`src/rtl/fefl_pkg.sv`:
```
package fefl_pkg;

    typedef enum logic [1:0] {
        TX_NORMAL,
        TX_FAULT,
        TX_DRAIN
    } tx_state_t;

    typedef enum logic [1:0] {
        RM_CLEAR,
        RM_TRACK,
        RM_FAULT
    } rm_state_t;

    typedef enum logic [1:0] {
        LK_DOWN,
        LK_QUAL,
        LK_UP
    } lk_state_t;

endpackage

```
`src/rtl/fefl_tx_gen.sv`:
```
module fefl_tx_gen
    import fefl_pkg::*;
#(
    parameter int PAT_ONES = 84
) (
    input  logic clk,
    input  logic rst_n,
    input  logic fault_req,
    input  logic data_valid,
    input  logic data_bit,
    output logic tx_bit,
    output logic fault_active
);
    localparam int PAT_LEN = PAT_ONES + 1;
    localparam int CW      = $clog2(PAT_LEN + 1);
    localparam logic [CW-1:0] LAST = CW'(PAT_LEN - 1);

    tx_state_t       state, nxt;
    logic [CW-1:0]   bit_cnt;
    logic            at_last;

    assign at_last = (bit_cnt == LAST);

    // next-state decision
    always_comb begin
        nxt = state;
        unique case (state)
            TX_NORMAL: if (fault_req) nxt = TX_FAULT;
            TX_FAULT: begin
                if (!fault_req && at_last)  nxt = TX_NORMAL;
                else if (!fault_req)        nxt = TX_DRAIN;
            end
            TX_DRAIN: begin
                if (fault_req)              nxt = TX_FAULT;
                else if (at_last)           nxt = TX_NORMAL;
            end
            default:                        nxt = TX_NORMAL;
        endcase
    end

    // state register and position in the period
    always_ff @(posedge clk) begin
        if (!rst_n) begin
            state   <= TX_NORMAL;
            bit_cnt <= '0;
        end else begin
            state <= nxt;
            if (state == TX_NORMAL || at_last)
                bit_cnt <= '0;
            else
                bit_cnt <= bit_cnt + 1'b1;
        end
    end

    // outputs
    always_comb begin
        unique case (state)
            TX_FAULT, TX_DRAIN: begin
                tx_bit       = !at_last;
                fault_active = 1'b1;
            end
            default: begin
                tx_bit       = data_valid ? data_bit : 1'b1;
                fault_active = 1'b0;
            end
        endcase
    end

endmodule

```
`src/rtl/fefl_rx_mon.sv`:
```
module fefl_rx_mon
    import fefl_pkg::*;
#(
    parameter int PAT_ONES   = 84,
    parameter int MATCH_REPS = 3
) (
    input  logic clk,
    input  logic rst_n,
    input  logic rx_bit,
    output logic remote_fault
);
    localparam int PAT_LEN = PAT_ONES + 1;
    localparam int RW      = $clog2(PAT_ONES + 2);
    localparam int GW      = $clog2(PAT_LEN + 1);
    localparam int MW      = $clog2(MATCH_REPS + 1);
    localparam logic [RW-1:0] RUN_SAT  = RW'(PAT_ONES + 1);
    localparam logic [RW-1:0] RUN_HIT  = RW'(PAT_ONES);
    localparam logic [GW-1:0] GAP_END  = GW'(PAT_LEN - 1);
    localparam logic [MW-1:0] REP_LAST = MW'(MATCH_REPS - 1);

    rm_state_t      state, nxt;
    logic [RW-1:0]  run_cnt;
    logic [GW-1:0]  gap_cnt;
    logic [MW-1:0]  reps;
    logic           match, expired;

    assign match   = !rx_bit && (run_cnt == RUN_HIT);
    assign expired = !match && (gap_cnt == GAP_END);

    always_comb begin
        nxt = state;
        unique case (state)
            RM_CLEAR: if (match) nxt = RM_TRACK;
            RM_TRACK: begin
                if (match && reps == REP_LAST) nxt = RM_FAULT;
                else if (expired)              nxt = RM_CLEAR;
            end
            RM_FAULT: if (expired) nxt = RM_CLEAR;
            default:  nxt = RM_CLEAR;
        endcase
    end

    always_ff @(posedge clk) begin
        if (!rst_n) begin
            state   <= RM_CLEAR;
            run_cnt <= RUN_SAT;
            gap_cnt <= GAP_END;
            reps    <= '0;
        end else begin
            state <= nxt;
            // length of the current run of ones
            if (rx_bit)
                run_cnt <= (run_cnt == RUN_SAT) ? run_cnt : run_cnt + 1'b1;
            else
                run_cnt <= '0;
            // bits since the last match
            if (match)
                gap_cnt <= '0;
            else if (!expired)
                gap_cnt <= gap_cnt + 1'b1;
            // consecutive matches
            if (nxt == RM_CLEAR)
                reps <= '0;
            else if (match && reps != REP_LAST + 1'b1)
                reps <= reps + 1'b1;
        end
    end

    always_comb begin
        unique case (state)
            RM_FAULT: remote_fault = 1'b1;
            default:  remote_fault = 1'b0;
        endcase
    end

endmodule

```
`src/rtl/fefl_link_fsm.sv`:
```
module fefl_link_fsm
    import fefl_pkg::*;
#(
    parameter int IDLE_NEED = 16
) (
    input  logic clk,
    input  logic rst_n,
    input  logic sig_det,
    input  logic remote_fault,
    input  logic rx_idle,
    input  logic force_link,
    input  logic irq_ack,
    output logic link_up,
    output logic link_irq
);
    localparam int IW = $clog2(IDLE_NEED + 1);
    localparam logic [IW-1:0] IDLE_LAST = IW'(IDLE_NEED - 1);

    lk_state_t      state, nxt;
    logic [IW-1:0]  idle_cnt;
    logic           line_fault, clean_idle;

    assign line_fault = !sig_det || remote_fault;
    assign clean_idle = rx_idle && !line_fault;

    always_comb begin
        nxt = state;
        unique case (state)
            LK_DOWN: begin
                if (clean_idle) nxt = (IDLE_NEED <= 1) ? LK_UP : LK_QUAL;
            end
            LK_QUAL: begin
                if (line_fault)                             nxt = LK_DOWN;
                else if (clean_idle && idle_cnt == IDLE_LAST) nxt = LK_UP;
            end
            LK_UP: if (line_fault && !force_link) nxt = LK_DOWN;
            default: nxt = LK_DOWN;
        endcase
    end

    always_ff @(posedge clk) begin
        if (!rst_n) begin
            state    <= LK_DOWN;
            idle_cnt <= '0;
            link_irq <= 1'b0;
        end else begin
            state <= nxt;
            if (nxt != LK_QUAL)
                idle_cnt <= (nxt == LK_DOWN || state == LK_UP) ? '0 : idle_cnt;
            if (nxt == LK_DOWN)
                idle_cnt <= '0;
            else if (clean_idle && state != LK_UP)
                idle_cnt <= idle_cnt + 1'b1;
            // sticky interrupt: a new drop wins over an acknowledge
            if (state == LK_UP && nxt != LK_UP)
                link_irq <= 1'b1;
            else if (irq_ack)
                link_irq <= 1'b0;
        end
    end

    always_comb begin
        unique case (state)
            LK_UP:   link_up = 1'b1;
            default: link_up = 1'b0;
        endcase
    end

endmodule

```
`src/rtl/far_fault_link.sv`:
```
module far_fault_link #(
    parameter int PAT_ONES   = 84,
    parameter int MATCH_REPS = 3,
    parameter int IDLE_NEED  = 16
) (
    input  logic clk,
    input  logic rst_n,
    input  logic fault_tx_en,
    input  logic sig_det,
    input  logic force_link,
    input  logic tx_data_valid,
    input  logic tx_data_bit,
    output logic tx_bit,
    output logic tx_fault_active,
    input  logic rx_bit,
    input  logic rx_idle,
    output logic remote_fault,
    output logic link_up,
    input  logic irq_ack,
    output logic link_irq
);
    logic fault_req;

    assign fault_req = fault_tx_en && !sig_det;

    fefl_tx_gen #(.PAT_ONES(PAT_ONES)) tx_gen_i (
        .clk          (clk),
        .rst_n        (rst_n),
        .fault_req    (fault_req),
        .data_valid   (tx_data_valid),
        .data_bit     (tx_data_bit),
        .tx_bit       (tx_bit),
        .fault_active (tx_fault_active)
    );

    fefl_rx_mon #(.PAT_ONES(PAT_ONES), .MATCH_REPS(MATCH_REPS)) rx_mon_i (
        .clk          (clk),
        .rst_n        (rst_n),
        .rx_bit       (rx_bit),
        .remote_fault (remote_fault)
    );

    fefl_link_fsm #(.IDLE_NEED(IDLE_NEED)) link_i (
        .clk          (clk),
        .rst_n        (rst_n),
        .sig_det      (sig_det),
        .remote_fault (remote_fault),
        .rx_idle      (rx_idle),
        .force_link   (force_link),
        .irq_ack      (irq_ack),
        .link_up      (link_up),
        .link_irq     (link_irq)
    );

endmodule

```
`config.mk`:
```
export PLATFORM = sky130hd
export DESIGN_NAME = far_fault_link
export DESIGN_NICKNAME = d
export VERILOG_FILES = /design/src/rtl/fefl_pkg.sv /design/src/rtl/fefl_tx_gen.sv /design/src/rtl/fefl_rx_mon.sv /design/src/rtl/fefl_link_fsm.sv /design/src/rtl/far_fault_link.sv
export SDC_FILE = /design/constraint.sdc
export NUM_CORES = 1
export LEC_CHECK = 0
export BUFFER_PORTS_ARGS = -buffer_cell sky130_fd_sc_hd__clkbuf_2
export CAP_MARGIN = 20
export CORE_ASPECT_RATIO = 1.25
export CORE_MARGIN = 8
export CORE_UTILIZATION = 45
export CTS_CLUSTER_DIAMETER = 40
export DETAILED_ROUTE_END_ITERATION = 12
export GPL_TIMING_DRIVEN = 0
export HOLD_SLACK_MARGIN = 0.06
export PLACE_DENSITY = 0.65
export SETUP_SLACK_MARGIN = 0.02
export SLEW_MARGIN = 20
export SYNTH_ARGS = -nofsm -noshare
export SYNTH_HDL_FRONTEND = slang
export SYNTH_HIERARCHICAL = 1
export SYNTH_SLANG_ARGS = --single-unit
```
`constraint.sdc`:
```
create_clock -name clk -period 1.9 [get_ports clk]
set_clock_uncertainty 0.2 [all_clocks]
set_input_delay 0.19 -clock clk [delete_from_list [all_inputs] [get_ports clk]]
set_output_delay 0.19 -clock clk [all_outputs]
set_load 0.01 [all_outputs]
```
==> metrics.md <==
| Metric | Value |
|---|---|
| Status | finished, violations left |
| Violated checks | negative setup slack |
| Seq/Total Area, Yosys | 37.79% |
| Max IR drop VDD | a little under 500 uV |
| First-pass GRT wire length | around 6.0 mm |
| Number of CTS-inserted buffers | 5 |
| R2r worst-path depth | 6 |
| Vias/cell | 4.973 |
| Worst-path fanout max | 6 |
| Hold Path Sink | rx_mon_i/state[0] |
| Worst Tran Pin Value | around 0.53 ns |
| Worst-Skew Late Latency | 0.28 ns |
| Post-synth EDFFs | 0 |
| Setup TNS | -0.09438 ns |
| DIE WIDTH | about 73 um |
| Total GRT Usage | 11.42% |
| Antenna diode count | 0 |
| PortBufs | 14 |
| H-tree depth | 2 |
| Routed vias | about 1,500 |
| Initial Util | around 46% |
| PwrDens | 703.8 nW/um^2 |
| HPWL after detailed placement | 2.354 mm |
| Clock Pin Slew Worst Setup and Hold Paths | around 0.070 ns |
| DR pass1 iterations | 4 |
| Synth cell types | 42 |
| Longest Clk Path Bufs | 2 |
| Share of layout cells above drive strength 1 | a little over a fifth |
| Reg-to-Reg End | rx_mon_i/reps[0] |
| Area growth syn-to-layout | 19.97% |
| Slew HR | ~64% |
| Synth warn | 6 |
| Fmax | 0.5088 GHz |
| R2R Path Start | rx_mon_i/run_cnt[0] |
| Max-slew violation count | 0 |
| Drt drc | 0 |
| Hold WC Path Type | primary input to flop |
| Vias in the first global route | 1,420 |
| Die extent in y | about 88 um |
| Min Tclk post-route | 1.966 ns |
| Max cap viols | 0 |
| Gpl congestion | ~0.74 |
| Leakage | 0.8323 nW |
| Post-route clock period utilization | 103.5% |
| Mapped Area | 1854 um^2 |
| Worst Hold Launch | rst_n |
| Root buffer cell | clkbuf_8 |
| DR iter-0 viols | 64 |
| Mean Syn Cell Area | 8.958 um^2 |
| Core area | between 4000 and 5000 um^2 |
| Pin count of the biggest net entering global routing | 11 |
| Row count | 26 |
| Die area | 6444 um^2 |
| Post-synthesis cell count | roughly 210 |
| Final WS setup | -0.06559 ns |
| I/O pin cnt | 15 |
| Commonest non-fill, non-tap cells in the layout | dfxtp_1, nor2_1, clkbuf_2, ha_1, o21ai_0 |
| Final net count | 264 |
| Startpoint types | flop |
| Initial antenna violation count | 0 |
| Dpl ws | -0.2115 ns |
| Fill count | 395 |
| WP data arrival | between 1.5 and 2 ns |
| CTS tree | yes |
| Sink Count | 35 |
| CP Capture Type | flop |
| Critical Setup Path Class | flop to flop |
| Async set or reset register ratio after synthesis | 0% |
| Total grt overflow | 0 |
| Routed Antenna Nets | 0 |
| CP required | 1.91 ns |
| Setup Viol. Count Final | 3 |
| Wirelength per Cell | 11.59 um |
| R2r setup slk | -0.07 ns |
| Drt total wl | 3.430 mm |
| Post-synth top flop | dfxtp_1 |
| Commonest non-fill, non-tap cell in the layout | dfxtp_1 |
| RSZ-0062 raised after global routing | true |
| Hold Vio Cnt, Final | 0 |
| Syn nets | 232 |
| FF+latch count, synth | 35 |
| Fin util | a little under three fifths |
| Hold path cells | 3 |
sequential cells by signal, summed over array words and instances (netlist names), 2 cells and up:
register          cells
rx_mon_i/gap_cnt      7
rx_mon_i/run_cnt      7
tx_gen_i/bit_cnt      7
link_i/idle_cnt       5
link_i/state          2
rx_mon_i/reps         2
rx_mon_i/state        2
tx_gen_i/state        2
metal layers:
metal / GRT usage [%] / vias up / share of wire (%)
met2: 18.34 / 21 / 46
met3: 3.093 / 2 / 5.1
met4: 4.736 / 0 / 0.58
li1: - / 782 / -
met5: 0 / - / 0
met1: 13.94 / 667 / 49
Yosys cell counts, types with 2 or more instances:
master,instances,area (um^2)
a21boi_1,3,22.52
a21oi_1,9,45.04
a22oi_1,3,22.52
a31oi_1,2,12.51
and2_1,3,18.77
and3_1,4,25.02
dfxtp_1,35,700.7
ha_1,15,187.7
inv_1,13,48.80
mux2i_1,2,20.02
nand2_1,15,56.30
nand2b_1,3,18.77
nand3_1,12,60.06
nand3b_1,3,22.52
nand4_1,2,12.51
nor2_1,22,82.58
nor2b_1,4,25.02
nor2b_4,2,27.53
nor4bb_1,2,20.02
o211ai_1,3,22.52
o21ai_0,14,70.07
or3_1,6,37.54
xnor2_1,5,43.79
xor2_1,7,61.31
kinds of logic (layout without fill, tap and decap cells):
family	count (synthesis)	in the layout	synth area share, %
AO/OA/AOI/OAI	39	39	12.69
XOR/XNOR	12	12	5.668
adder cells (fa/ha/maj)	15	15	10.12
buffers and inverters	14	47	2.901
flip-flops	35	35	37.79
multiplexers	2	2	1.080
AND/OR/NAND/NOR	90	90	29.76
power by group:
group | leakage [nW] | internal (mW) | switching [mW]
sequential | 0.287 | 0.767 | 0.0326
clock | 0.0422 | 0.257 | 0.249
combinational | 0.504 | 0.123 | 0.136
stage by stage:
step	hold slack (ns)	cell area [um^2]	cells	total power, mW
after floorplan	0.1092	1854	207	0.9808
after global placement	0.2616	1994	277	1.036
after detailed placement	0.2547	1994	277	1.035
after CTS	0.06773	2160	293	1.572
after global routing	0.1164	2225	296	1.663
final	0.08924	2225	296	1.566
layout make-up:
class                           instances  area (um^2)  area share [%]
Buffer                                  1        5.005          0.2250
Clock inverter                          1        5.005          0.2250
Inverter                               13        51.30           2.306
Multi-Input combinational cell        158         1145           51.46
Clock buffer                            7        76.32           3.431
Sequential cell                        35        709.4           31.89
Timing Repair Buffer                   25        162.7           7.312
Tap cell                               56        70.07           3.150
worst max path at each step:
stage	from	endpoint	slack [ns]
detailed placement	rx_mon_i/run_cnt[0]	rx_mon_i/reps[0]	-0.21
floorplan	rx_mon_i/run_cnt[0]	rx_mon_i/state[1]	0.02
global route	rx_mon_i/run_cnt[0]	rx_mon_i/reps[0]	-0.11
finish	rx_mon_i/run_cnt[0]	rx_mon_i/reps[0]	-0.07
global placement	rx_mon_i/run_cnt[0]	rx_mon_i/reps[1]	-0.22
CTS	rx_mon_i/run_cnt[0]	rx_mon_i/reps[1]	-0.07
critical path, cell delays in order, from the launching register on:
cell	delay, ns
dfxtp_4	0.35
inv_4	0.05
ha_4	0.12
nand4b_1	0.12
or4b_4	0.55
or3_1	0.36
a21oi_1	0.14
repair_timing:
action                     in CTS  in global routing
resized for setup               5                 13
hold endpoints to repair        9                  0
setup endpoints to repair       7                 15
pin swaps                       5                  6
cloned                          0                  0
hold buffers                    4                  0
buffers inserted                4                  4
No activity file was read; power rests on OpenSTA's default activity.
